File: config.mk
export PLATFORM = sky130hd
export DESIGN_NAME = dual_edge_capture
export DESIGN_NICKNAME = d
export VERILOG_FILES = /design/src/rtl/cap_pkg.sv /design/src/rtl/cap_pin_sync.sv /design/src/rtl/cap_edge_qual.sv /design/src/rtl/cap_slot_bank.sv /design/src/rtl/dual_edge_capture.sv
export SDC_FILE = /design/constraint.sdc
export NUM_CORES = 1
export LEC_CHECK = 0
export BUFFER_PORTS_ARGS = -buffer_cell sky130_fd_sc_hd__buf_2
export CORE_MARGIN = 4
export CORE_UTILIZATION = 53
export CTS_BUF_LIST = sky130_fd_sc_hd__clkbuf_2
export CTS_CLUSTER_DIAMETER = 30
export CTS_CLUSTER_SIZE = 10
export DETAILED_ROUTE_END_ITERATION = 12
export GPL_ROUTABILITY_DRIVEN = 0
export GPL_TIMING_DRIVEN = 0
export PLACE_DENSITY = 0.82
export SLEW_MARGIN = 20
export SYNTH_ARGS = -nofsm -noshare
export SYNTH_HDL_FRONTEND = slang
export SYNTH_SLANG_ARGS = --single-unit
export TNS_END_PERCENT = 20
File: constraint.sdc
create_clock -name clk -period 2.7 [get_ports clk]
set_input_delay 0.405 -clock clk [delete_from_list [all_inputs] [get_ports clk]]
set_output_delay 0.405 -clock clk [all_outputs]
set_load 0.01 [all_outputs]
File: src/rtl/cap_pkg.sv
package cap_pkg;
    typedef enum logic [1:0] {
        EDGE_OFF  = 2'd0,
        EDGE_RISE = 2'd1,
        EDGE_FALL = 2'd2,
        EDGE_ANY  = 2'd3
    } edge_mode_e;

    typedef enum logic [1:0] {
        SLOT_FIRST  = 2'd0,
        SLOT_SECOND = 2'd1,
        SLOT_FULL   = 2'd2
    } slot_e;
endpackage

File: src/rtl/cap_pin_sync.sv
module cap_pin_sync #(
    parameter int STAGES = 2
) (
    input  logic clk,
    input  logic rst_n,
    input  logic pin_i,
    output logic level_o
);
    logic [STAGES-1:0] chain_d, chain_q;

    generate
        if (STAGES == 1) begin : g_single
            always_comb chain_d = pin_i;
        end else begin : g_multi
            always_comb chain_d = {chain_q[STAGES-2:0], pin_i};
        end
    endgenerate

    always_ff @(posedge clk or negedge rst_n) begin
        if (!rst_n) chain_q <= '0;
        else        chain_q <= chain_d;
    end

    assign level_o = chain_q[STAGES-1];
endmodule

File: src/rtl/cap_edge_qual.sv
module cap_edge_qual
    import cap_pkg::*;
(
    input  logic       clk,
    input  logic       rst_n,
    input  logic       level_i,
    input  edge_mode_e mode_i,
    output logic       hit_o
);
    logic last_d, last_q;
    logic went_up, went_down;

    always_comb begin
        last_d    = level_i;
        went_up   = level_i & ~last_q;
        went_down = ~level_i & last_q;
        unique case (mode_i)
            EDGE_RISE: hit_o = went_up;
            EDGE_FALL: hit_o = went_down;
            EDGE_ANY:  hit_o = went_up | went_down;
            default:   hit_o = 1'b0;
        endcase
    end

    always_ff @(posedge clk or negedge rst_n) begin
        if (!rst_n) last_q <= 1'b0;
        else        last_q <= last_d;
    end
endmodule

File: src/rtl/cap_slot_bank.sv
module cap_slot_bank
    import cap_pkg::*;
#(
    parameter int COUNT_W = 32
) (
    input  logic               clk,
    input  logic               rst_n,
    input  logic               hit_i,
    input  logic               dir_in_i,
    input  logic               second_sel_i,
    input  logic               restart_i,
    input  logic [COUNT_W-1:0] count_i,
    output logic [COUNT_W-1:0] cap1_o,
    output logic [COUNT_W-1:0] cap2_o,
    output logic               event_o
);
    typedef struct packed {
        slot_e              slot;
        logic [COUNT_W-1:0] first;
        logic [COUNT_W-1:0] second;
        logic               ev;
    } bank_t;

    bank_t st_d, st_q;

    always_comb begin
        st_d    = st_q;
        st_d.ev = 1'b0;
        if (restart_i) begin
            st_d.slot = SLOT_FIRST;
        end else if (hit_i && dir_in_i) begin
            unique case (st_q.slot)
                SLOT_FIRST: begin
                    st_d.first = count_i;
                    st_d.slot  = SLOT_SECOND;
                    st_d.ev    = ~second_sel_i;
                end
                SLOT_SECOND: begin
                    st_d.second = count_i;
                    st_d.slot   = SLOT_FULL;
                    st_d.ev     = second_sel_i;
                end
                default: st_d.slot = st_q.slot;
            endcase
        end
    end

    always_ff @(posedge clk or negedge rst_n) begin
        if (!rst_n) st_q <= '{slot: SLOT_FIRST, first: '0, second: '0, ev: 1'b0};
        else        st_q <= st_d;
    end

    assign cap1_o  = st_q.first;
    assign cap2_o  = st_q.second;
    assign event_o = st_q.ev;
endmodule

File: src/rtl/dual_edge_capture.sv
module dual_edge_capture
    import cap_pkg::*;
#(
    parameter int COUNT_W     = 32,
    parameter int SYNC_STAGES = 2
) (
    input  logic               clk,
    input  logic               rst_n,
    input  logic               pin_async_i,
    input  logic [COUNT_W-1:0] count_i,
    input  logic               dir_in_i,
    input  logic [1:0]         edge_mode_i,
    input  logic               second_sel_i,
    input  logic               clr_cap_i,
    output logic [COUNT_W-1:0] cap1_o,
    output logic [COUNT_W-1:0] cap2_o,
    output logic               cap_event_o
);
    edge_mode_e mode_now, mode_d, mode_q;
    logic       pin_level;
    logic       hit;
    logic       restart;

    always_comb begin
        mode_now = edge_mode_e'(edge_mode_i);
        mode_d   = mode_now;
        restart  = clr_cap_i | ((mode_q == EDGE_OFF) && (mode_now != EDGE_OFF));
    end

    always_ff @(posedge clk or negedge rst_n) begin
        if (!rst_n) mode_q <= EDGE_OFF;
        else        mode_q <= mode_d;
    end

    cap_pin_sync #(.STAGES(SYNC_STAGES)) u_sync (
        .clk     (clk),
        .rst_n   (rst_n),
        .pin_i   (pin_async_i),
        .level_o (pin_level)
    );

    cap_edge_qual u_qual (
        .clk     (clk),
        .rst_n   (rst_n),
        .level_i (pin_level),
        .mode_i  (mode_now),
        .hit_o   (hit)
    );

    cap_slot_bank #(.COUNT_W(COUNT_W)) u_bank (
        .clk          (clk),
        .rst_n        (rst_n),
        .hit_i        (hit),
        .dir_in_i     (dir_in_i),
        .second_sel_i (second_sel_i),
        .restart_i    (restart),
        .count_i      (count_i),
        .cap1_o       (cap1_o),
        .cap2_o       (cap2_o),
        .event_o      (cap_event_o)
    );
endmodule

==> impl_summary.log <==
[metrics] outcome: finished, final reports clean
[metrics] highest layer used for signal routing: met4
[metrics] combinational group share of total power: a little under a third
[metrics] final-report hold violation count: 0
[metrics] post-detailed-route DRC marker count: 0
[metrics] insertion delay to the later sink of the worst-skew pair: about 0.46 ns
[metrics] average detailed-routed wire length per instance: around 14 um
[metrics] number of warnings reported in the yosys synthesis log: 0
[metrics] Final #Nets: 393
[metrics] number of enable flip-flop cells after synthesis: 0
[metrics] hold slack: roughly 0.083 ns
[metrics] leading cell type in the layout, fill and taps excluded: sky130_fd_sc_hd__buf_2
[metrics] commonest non-fill, non-tap cells in the layout: 103 x sky130_fd_sc_hd__buf_2, 72 x sky130_fd_sc_hd__dfrtp_1, 65 x sky130_fd_sc_hd__buf_4
[metrics] sum of overflow across all layers after global routing: 0
[metrics] number of distinct library cells after synthesis: 22
[metrics] proportion of total power due to net switching: between 20% and 30%
[metrics] post-synthesis sequential area ratio: 51.4%
[metrics] min-delay worst type: input port to flop
[metrics] category of the worst setup path capture point: flop
[metrics] r2r setup slk: roughly 0.63 ns
[metrics] total met2 wirelength after detailed routing: 2890 um
[metrics] net switching power figure: 815 uW
[metrics] global-route wire length before repair: 10000 um
[metrics] via count of the routed design: roughly 2000
[metrics] via count normalized by instance count: between 4 and 5
[metrics] I/O Buffers: 104
[metrics] final worst path period share: about three quarters
[metrics] flop and latch count out of synthesis: between 70 and 80
[metrics] CTS Root Buffer Type: sky130_fd_sc_hd__clkbuf_2
[metrics] final setup violating endpoints: 0
[metrics] Gate Count Post-Synth: 233
[metrics] setup repair after global routing missed its margin: false
[metrics] Routed Wire Length: slightly above 6000 um
[metrics] worst path required time: 3.06 ns
[metrics] FFs w/ async S/R, synth: 100%
[metrics] total leakage power: approximately 2.5 nW
[metrics] area share of the largest cell type after synthesis: between 50 and 60%
[metrics] post-synthesis area per instance: 15.0 um^2
[metrics] amount of wire on met3 after detailed routing: 504 um
[metrics] origin of the critical flop-to-flop path: u_sync.chain_q[1]
[metrics] cell depth of the worst flop-to-flop path: 7
[metrics] floorplan core area: between 0.006 and 0.007 mm^2
[metrics] post-synth top area cell: sky130_fd_sc_hd__dfrtp_1
[metrics] dpl ws: between 0.6 and 0.7 ns
[metrics] P&R area growth vs syn: 23.2%
[metrics] die boundary height: approximately 90 um
[metrics] ys flop type: sky130_fd_sc_hd__dfrtp_1
[metrics] final sum of negative setup slack: 0 ns
[metrics] count of cells resized by post-cts repair: 0
[metrics] GRT Overall Usage: about 16%
[metrics] clock period minus worst slack: 2.07 ns
[metrics] timing-limited maximum frequency: between 400 and 500 MHz
[metrics] top area cells in the synthesized netlist: sky130_fd_sc_hd__dfrtp_1 51%, sky130_fd_sc_hd__mux2_4 26%, sky130_fd_sc_hd__buf_4 14%
[metrics] Max-slew headroom: a little over two thirds
[metrics] worst-case vdd ir drop: around 550 uV
[metrics] critical path peak fanout: 10
[metrics] worst r2r dst: u_bank.cap1_o[2]
[metrics] standard-cell rows: 29
[metrics] largest net degree at the start of global routing: 38
[metrics] sequential share of power: approximately 45%
[metrics] first-iteration detailed-routing DRC count: 30
[metrics] final setup skew: 0.0185 ns
[metrics] deepest clock path buffer count: 2
[metrics] post-synthesis cell area: 0.00350 mm^2
[metrics] antenna violations before repair: 0
[metrics] setup ws final: about 0.63 ns
[metrics] Die Outline Area: about 0.008 mm^2
[metrics] max-slew violation count: 0
[metrics] die extent in x: 89.3 um
[metrics] Max H-tree Level: 3
[metrics] HPWL after DPL: ~4600 um
[metrics] worst slew pin tran: about 0.46 ns
[metrics] DRT Pass-1 Iters: 6
[metrics] num ports: 105
[metrics] cell area power density: approximately 730 mW/mm^2
[metrics] Routed Antenna Nets: 0
[metrics] initial cell density of the core: 54.9%
[metrics] count of buffers added by post-CTS timing repair for setup: 0
[metrics] hold depth: 1
[metrics] CTS tree: done
[metrics] start point of the worst min-delay path: edge_mode_i[0]
[metrics] Inserted Clock Buffers: 9
[metrics] clock net sink count: just over 70
[metrics] Reg clk slew, reported paths: approximately 0.19 ns
[metrics] cell-internal power: around 2.3 mW
[metrics] via count of the first global-routing pass: between 2000 and 2500
[metrics] Syn Nets: around 280
[metrics] routed metal-1 wire length: approximately 2600 um
[metrics] number of hold buffers added after cts: 2
[metrics] data arrival time at the worst-slack endpoint: roughly 2.4 ns
[metrics] category of the most critical setup path: flop to flop
[metrics] fill count: between 400 and 500
[metrics] fraction of final layout cells with drive strength greater than 1: ~72%
[metrics] end of the worst hold path: mode_q[0]
[metrics] critical path startpoint category: flop
[metrics] antenna cells: 0
[metrics] count of maximum capacitance violations: 0
[metrics] Clock power frac: about a quarter
critical path, cell delays in order (launching register included):
cell	delay, ns
sky130_fd_sc_hd__dfrtp_1	0.41
sky130_fd_sc_hd__inv_1	0.06
sky130_fd_sc_hd__ha_1	0.29
sky130_fd_sc_hd__nand2b_1	0.17
sky130_fd_sc_hd__a21oi_2	0.34
sky130_fd_sc_hd__o211ai_4	0.18
sky130_fd_sc_hd__buf_6	0.20
sky130_fd_sc_hd__mux2_4	0.30
cell type report:
cell class	instances	area (um^2)	area share (%)
Buffer	70	548	12.7
Clock buffer	9	45.0	1.04
Clock inverter	7	110	2.55
Inverter	4	15.0	0.348
Multi-Input combinational cell	87	1140	26.4
Sequential cell	72	1800	41.7
Tap cell	77	96.3	2.23
Timing Repair Buffer	107	563	13.0
layer usage:
layer,vias to the layer above,global-route usage [%]
met2,72,27.7
met3,13,3.69
li1,961,-
met1,989,20.3
met4,0,7.31
met5,-,0
how the worst max path moves through the flow:
| stage | startpoint | endpoint | slack (ns) | cells after the start |
|---|---|---|---|---|
| finish | u_sync.chain_q[1] | u_bank.cap1_o[2] | 0.63 | 7 |
| floorplan | u_sync.chain_q[1] | u_bank.cap2_o[10] | 0.85 | 7 |
| global route | u_sync.chain_q[1] | u_bank.cap1_o[23] | 0.50 | 7 |
| detailed placement | u_sync.chain_q[1] | u_bank.cap1_o[23] | 0.64 | 7 |
| global placement | u_sync.chain_q[1] | u_bank.cap2_o[4] | 0.72 | 7 |
| CTS | u_sync.chain_q[1] | u_bank.cap1_o[23] | 0.60 | 7 |
power groups by stage:
| stage | sequential, mW | combinational [mW] | clock (mW) |
|---|---|---|---|
| 5_1_grt | 1.44 | 1.08 | 0.812 |
| 3_5_place_dp | 1.43 | 1.01 | 0 |
| 2_1_floorplan | 1.39 | 0.716 | 0 |
| 3_3_place_gp | 1.42 | 0.983 | 0 |
| 4_1_cts | 1.41 | 1.02 | 0.770 |
| 6_report | 1.41 | 0.997 | 0.749 |
per-stage QoR:
step / util, % / std cells / area [um^2] / total power, mW
CTS: 67.6 / 433 / 4320 / 3.20
detailed placement: 64.9 / 415 / 4140 / 2.44
global route: 67.6 / 433 / 4320 / 3.33
floorplan: - / 233 / 3500 / 2.11
global placement: 64.5 / 414 / 4120 / 2.40
finish: 67.6 / 433 / 4320 / 3.15
cells by family after synthesis:
family                     count (synthesis)  share of synthesized area, %
muxes                                     64                          27.0
adders and majority gates                  2                         0.714
buffers and inverters                     74                          16.1
and+or+nand+nor                           11                          1.79
DFF                                       72                          51.4
xor gates and xnor gates                   1                         0.250
AOI/OAI and AO/OA                          9                          2.78
flip-flops by register name, indices dropped and copies added, names as in the netlist:
signal          cells
u_bank.cap1_o      32
u_bank.cap2_o      32
mode_q              2
u_bank.st_q         2
u_sync.chain_q      2
u_bank.event_o      1
u_qual.last_q       1
cell usage after synthesis, types with 2 or more instances:
cell type	number
sky130_fd_sc_hd__nand2b_1	2
sky130_fd_sc_hd__nor3_1	2
sky130_fd_sc_hd__dfrtp_1	72
sky130_fd_sc_hd__mux2_2	4
sky130_fd_sc_hd__buf_6	6
sky130_fd_sc_hd__buf_4	64
sky130_fd_sc_hd__inv_1	4
sky130_fd_sc_hd__a31oi_1	2
sky130_fd_sc_hd__ha_1	2
sky130_fd_sc_hd__o211ai_4	2
sky130_fd_sc_hd__nor2_1	3
sky130_fd_sc_hd__mux2_4	60
No activity file was read; power rests on OpenSTA's default activity.
